===== src/rtl/status_irq_pkg.sv =====
package status_irq_pkg;
  localparam int MASK_W  = 8;
  localparam int STICKY_N = 3;

  // Status bit positions (mask uses the same positions)
  localparam int POS_TXAV  = 0;
  localparam int POS_RXINH = 1;
  localparam int POS_RECON = 2;
  localparam int POS_EXNAK = 3;
  localparam int POS_NEWID = 4;

  // Sticky flag index 0..2 -> status position
  function automatic int stickyPos(input int idx);
    case (idx)
      0:       return POS_RECON;
      1:       return POS_EXNAK;
      default: return POS_NEWID;
    endcase
  endfunction

  typedef struct packed {
    logic                maskLoad;
    logic                maskClear;
    logic [STICKY_N-1:0] stickySet;
    logic [STICKY_N-1:0] stickyClr;
  } ctrlStrobes_t;
endpackage


===== src/rtl/status_irq_ctrl.sv =====
module status_irq_ctrl
  import status_irq_pkg::*;
(
  input  logic         softReset,
  input  logic         maskWrEn,
  input  logic         reconEvt,
  input  logic         exNakEvt,
  input  logic         newIdEvt,
  input  logic         clrFlagsCmd,
  input  logic         porClrCmd,
  input  logic         nextIdRd,
  output ctrlStrobes_t strb
);
  always_comb begin
    strb.maskClear = softReset;
    strb.maskLoad  = maskWrEn & ~softReset;
    // index order: 0 recon, 1 excessive NAK, 2 new ID
    strb.stickySet = {newIdEvt, exNakEvt, reconEvt};
    strb.stickyClr = {nextIdRd, porClrCmd, clrFlagsCmd};
  end
endmodule


===== src/rtl/status_irq_path.sv =====
module status_irq_path
  import status_irq_pkg::*;
(
  input  logic              clk,
  input  logic              rstN,
  input  ctrlStrobes_t      strb,
  input  logic [MASK_W-1:0] maskWrData,
  input  logic              rxInhibitLive,
  input  logic              txAvailLive,
  output logic [MASK_W-1:0] maskQ,
  output logic [MASK_W-1:0] statusVec,
  output logic              irqQ
);
  logic [STICKY_N-1:0] stickyQ;

  always_ff @(posedge clk or negedge rstN) begin
    if (!rstN)               maskQ <= '0;
    else if (strb.maskClear) maskQ <= '0;
    else if (strb.maskLoad)  maskQ <= maskWrData;
  end

  for (genvar i = 0; i < STICKY_N; i++) begin : gSticky
    always_ff @(posedge clk or negedge rstN) begin
      if (!rstN)                  stickyQ[i] <= 1'b0;
      else if (strb.stickySet[i]) stickyQ[i] <= 1'b1;
      else if (strb.stickyClr[i]) stickyQ[i] <= 1'b0;
    end
  end

  always_comb begin
    statusVec = '0;
    statusVec[POS_TXAV]  = txAvailLive;
    statusVec[POS_RXINH] = rxInhibitLive;
    for (int i = 0; i < STICKY_N; i++) statusVec[stickyPos(i)] = stickyQ[i];
  end

  always_ff @(posedge clk or negedge rstN) begin
    if (!rstN) irqQ <= 1'b0;
    else       irqQ <= |(statusVec & maskQ);
  end
endmodule


===== src/rtl/status_irq_unit.sv =====
module status_irq_unit
  import status_irq_pkg::*;
(
  input  logic              clk,
  input  logic              rstN,
  input  logic              softReset,
  input  logic              maskWrEn,
  input  logic [MASK_W-1:0] maskWrData,
  input  logic              rxInhibitLive,
  input  logic              txAvailLive,
  input  logic              reconEvt,
  input  logic              exNakEvt,
  input  logic              newIdEvt,
  input  logic              clrFlagsCmd,
  input  logic              porClrCmd,
  input  logic              nextIdRd,
  output logic [MASK_W-1:0] statusOut,
  output logic              irqOut
);
  ctrlStrobes_t      strb;
  logic [MASK_W-1:0] maskQ;

  status_irq_ctrl uCtrl (
    .softReset(softReset), .maskWrEn(maskWrEn),
    .reconEvt(reconEvt), .exNakEvt(exNakEvt), .newIdEvt(newIdEvt),
    .clrFlagsCmd(clrFlagsCmd), .porClrCmd(porClrCmd), .nextIdRd(nextIdRd),
    .strb(strb)
  );

  status_irq_path uPath (
    .clk(clk), .rstN(rstN), .strb(strb), .maskWrData(maskWrData),
    .rxInhibitLive(rxInhibitLive), .txAvailLive(txAvailLive),
    .maskQ(maskQ), .statusVec(statusOut), .irqQ(irqOut)
  );
endmodule


===== config.mk =====
export PLATFORM = sky130hd
export DESIGN_NAME = status_irq_unit
export DESIGN_NICKNAME = d
export VERILOG_FILES = /design/src/rtl/status_irq_pkg.sv /design/src/rtl/status_irq_ctrl.sv /design/src/rtl/status_irq_path.sv /design/src/rtl/status_irq_unit.sv
export SDC_FILE = /design/constraint.sdc
export NUM_CORES = 1
export LEC_CHECK = 0
export BUFFER_PORTS_ARGS = -buffer_cell sky130_fd_sc_hd__buf_4
export CAP_MARGIN = 15
export CORE_MARGIN = 2
export CORE_UTILIZATION = 30
export CTS_BUF_LIST = sky130_fd_sc_hd__clkbuf_4 sky130_fd_sc_hd__clkbuf_8
export DETAILED_ROUTE_END_ITERATION = 8
export HOLD_SLACK_MARGIN = 0.08
export SLEW_MARGIN = 20
export SYNTH_ARGS = -nofsm -noshare
export SYNTH_HDL_FRONTEND = slang
export SYNTH_SLANG_ARGS = --single-unit

===== constraint.sdc =====
create_clock -name clk -period 2.55 [get_ports clk]
set_input_delay 0.3825 -clock clk [delete_from_list [all_inputs] [get_ports clk]]
set_output_delay 0.3825 -clock clk [all_outputs]
set_load 0.01 [all_outputs]

==> run summary <==
Fin util: 46.1%
R2R Setup Slk: 1.63 ns
Clock Pin Slew Worst Setup and Hold Paths: 0.06 ns
Synth Cell Area: 398 um^2
Layout cell share with drive strength beyond 1: 44.8%
GPL Wtd Cong: 0.626
Max frequency: 849 MHz
Port bufs: 22
Clock buffer count from CTS: 3
Met2 usage: 12.7%
GRT overflow: 0
Slowest cell on the critical path: dfrtp_1
Worst R2R Path Depth: 2
Worst-Skew Late Latency: 0.25 ns
Die Y: 40.4 um
Hold Path Sink: uPath.statusVec[2]$_DFFE_PN0P_
CTS max path bufs: 2
FILL cells: 130
Critical Path End Type: output port
Mapped Cells: 35
Post-CTS Resized: 0
Leak Pwr: 0.000328 uW
Clock root buffer: clkbuf_4
Delay-heaviest family, CP: flip-flops
Io pins: 29
Min Hold Slack: 0.302 ns
Vias/cell: 4.07
Core Rows: 13
Die ar.: 1630 um^2
Main combinational cell family by area after synthesis: buffers and inverters
Core Region: 1270 um^2
Top cells by area, synth: dfrtp_1, mux2i_1, buf_4
DRT Pass-1 Iters: 4
Clock Skew: 0.00127 ns
Initial antenna violation count: 0
Worst setup path class: register to output port
Worst min path class: primary input to register
Crit-path cells: buf_4
H-tree depth: 1
Post-DP HPWL: 580 um
CTS Sinks: 9
CTS tree: yes
Vias: 297
Post-layout minimum cycle time: 1.18 ns
Final setup viols: 0
First-pass GRT wire length: 1.06 mm
Status: finished, final reports clean
Width of the die: 40.4 um
Synth top area share: 56.6%
Avg WL per Cell: 9.99 um
Setup_tns: 0 ns
Largest net degree at the start of global routing: 10
Yosys synthesis warning count: 0
Area Overhead vs Synth: 46.9%
WL final: 729 um
Min-delay src: reconEvt
Post-synthesis cell type count: 10
Post-Synth Adder-Cell Area: 0%
Final #Nets: 79
Synth Area in Simple Gates: 5.66%
Met1 Usage GRT: 14.9%
Post-synthesis compound-gate area fraction: 10.1%
Top Usage Layer GRT: met1
Worst R2R Start: uPath.statusVec[3]$_DFFE_PN0P_
Unrepaired setup endpoints after global routing: no
XOR/XNOR Fraction of Synth Area: 0%
Post-synthesis sequential area ratio: 56.6%
Vias in the first global route: 252
Max capacitance violation total: 0
Design Area, Final: 584 um^2
# DRC: 0
Met3 Track Usage GR: 5.00%
Flops & latches, synth: 9
Critical Path Fanout Max: 3
CP required: 2.17 ns
DP Area: 544 um^2
Leading area contributor after synthesis: dfrtp_1
Cell Pwr Density: 566 nW/um^2
Post-CTS setup repair buffer count: 0
Detail Route Antenna Nets: 0
Worst Hold Depth: 2
Starting density of the core: 31.4%
CP Launch Type: register
Proportion of synthesized area in mux cells: 12.6%
Synth Area per Inst: 11.4 um^2
Worst path max stage delay: 0.40 ns
Final Cycle Share: 46.2%
Power, Total: 331 uW
Worst Path Buf+Inv: 1
N_diodes: 0
CP arrival: 0.80 ns
Reg2reg end: uPath.irqQ$_DFF_PN0_
Worst vdd ir: 0.331 mV
Global-route usage over all layers: 10.4%
Max Slew Vio Count: 0
DR iter-0 viols: 5
Hold Fails Final Rpt: 0
==> registers in the layout, indices dropped and copies added (netlist names) <==
name and cells:
uPath.maskQ 5, uPath.statusVec 3, uPath.irqQ 1
==> cell families after synthesis <==
kind of cell,count (synthesis)
DFF,9
buffers and inverters,9
and+or+nand+nor,6
AOI/OAI and AO/OA,5
muxes,5
other,1
==> cells in the mapped netlist <==
cell,n
a22oi_1,1
nor2_1,5
nand2_1,1
mux2i_1,5
dfrtp_1,9
conb_1,1
inv_1,3
a21o_1,3
a222oi_1,1
buf_4,6
==> metrics by stage <==
| stage | setup WS [ns] | cells |
|---|---|---|
| 6_report | 1.37 | 73 |
| 5_1_grt | 1.32 | 73 |
| 4_1_cts | 1.35 | 73 |
| 3_5_place_dp | 1.49 | 68 |
| 3_3_place_gp | 1.49 | 68 |
| 2_1_floorplan | 1.66 | 37 |
==> repair_timing <==
action                                  CTS  global route
endpoints found under the hold margin     9             0
hold buffers                              1             0
endpoints found under the setup margin    0             0
==> worst max path at each step <==
stage / cells after the start / end / startpoint
finish: 1 / statusOut[4] / uPath.statusVec[4]$_DFFE_PN0P_
global route: 1 / statusOut[4] / uPath.statusVec[4]$_DFFE_PN0P_
CTS: 1 / statusOut[4] / uPath.statusVec[4]$_DFFE_PN0P_
detailed placement: 3 / uPath.irqQ$_DFF_PN0_ / rxInhibitLive
global placement: 3 / uPath.irqQ$_DFF_PN0_ / rxInhibitLive
floorplan: 2 / uPath.irqQ$_DFF_PN0_ / uPath.statusVec[3]$_DFFE_PN0P_
==> metal layers <==
layer,part of all wire [%],vias to the layer above
met5,0,-
met4,0,0
met3,7.7,0
met2,44,14
met1,48,129
li1,-,154
==> power breakdown <==
group	internal [uW]	leakage, uW	total, uW	switching, uW
clock network	70.7	0.0000184	117	46.0
logic	33.8	0.000198	56.1	22.3
registers	153	0.000111	158	5.41
total	257	0.000328	331	73.7
==> layout make-up <==
class | instances | area, um^2 | share of cell area, %
multi-input cells | 19 | 124 | 21.2
flip-flops and latches | 9 | 225 | 38.5
clock buffers | 4 | 30.0 | 5.14
repair buffers | 23 | 175 | 30.0
well taps | 15 | 18.8 | 3.21
inverters | 3 | 11.3 | 1.93
==> placed cells by master (no fill, tap or decap) <==
cell and n:
nor2_1 5, dlygate4sd3_1 1, dfrtp_1 9, a22oi_1 1
buf_4 22, nand2_1 1, clkbuf_4 4, a222oi_1 1
inv_1 3, mux2i_1 5, a21o_1 3, conb_1 3
(Power assumes the default switching activity.)
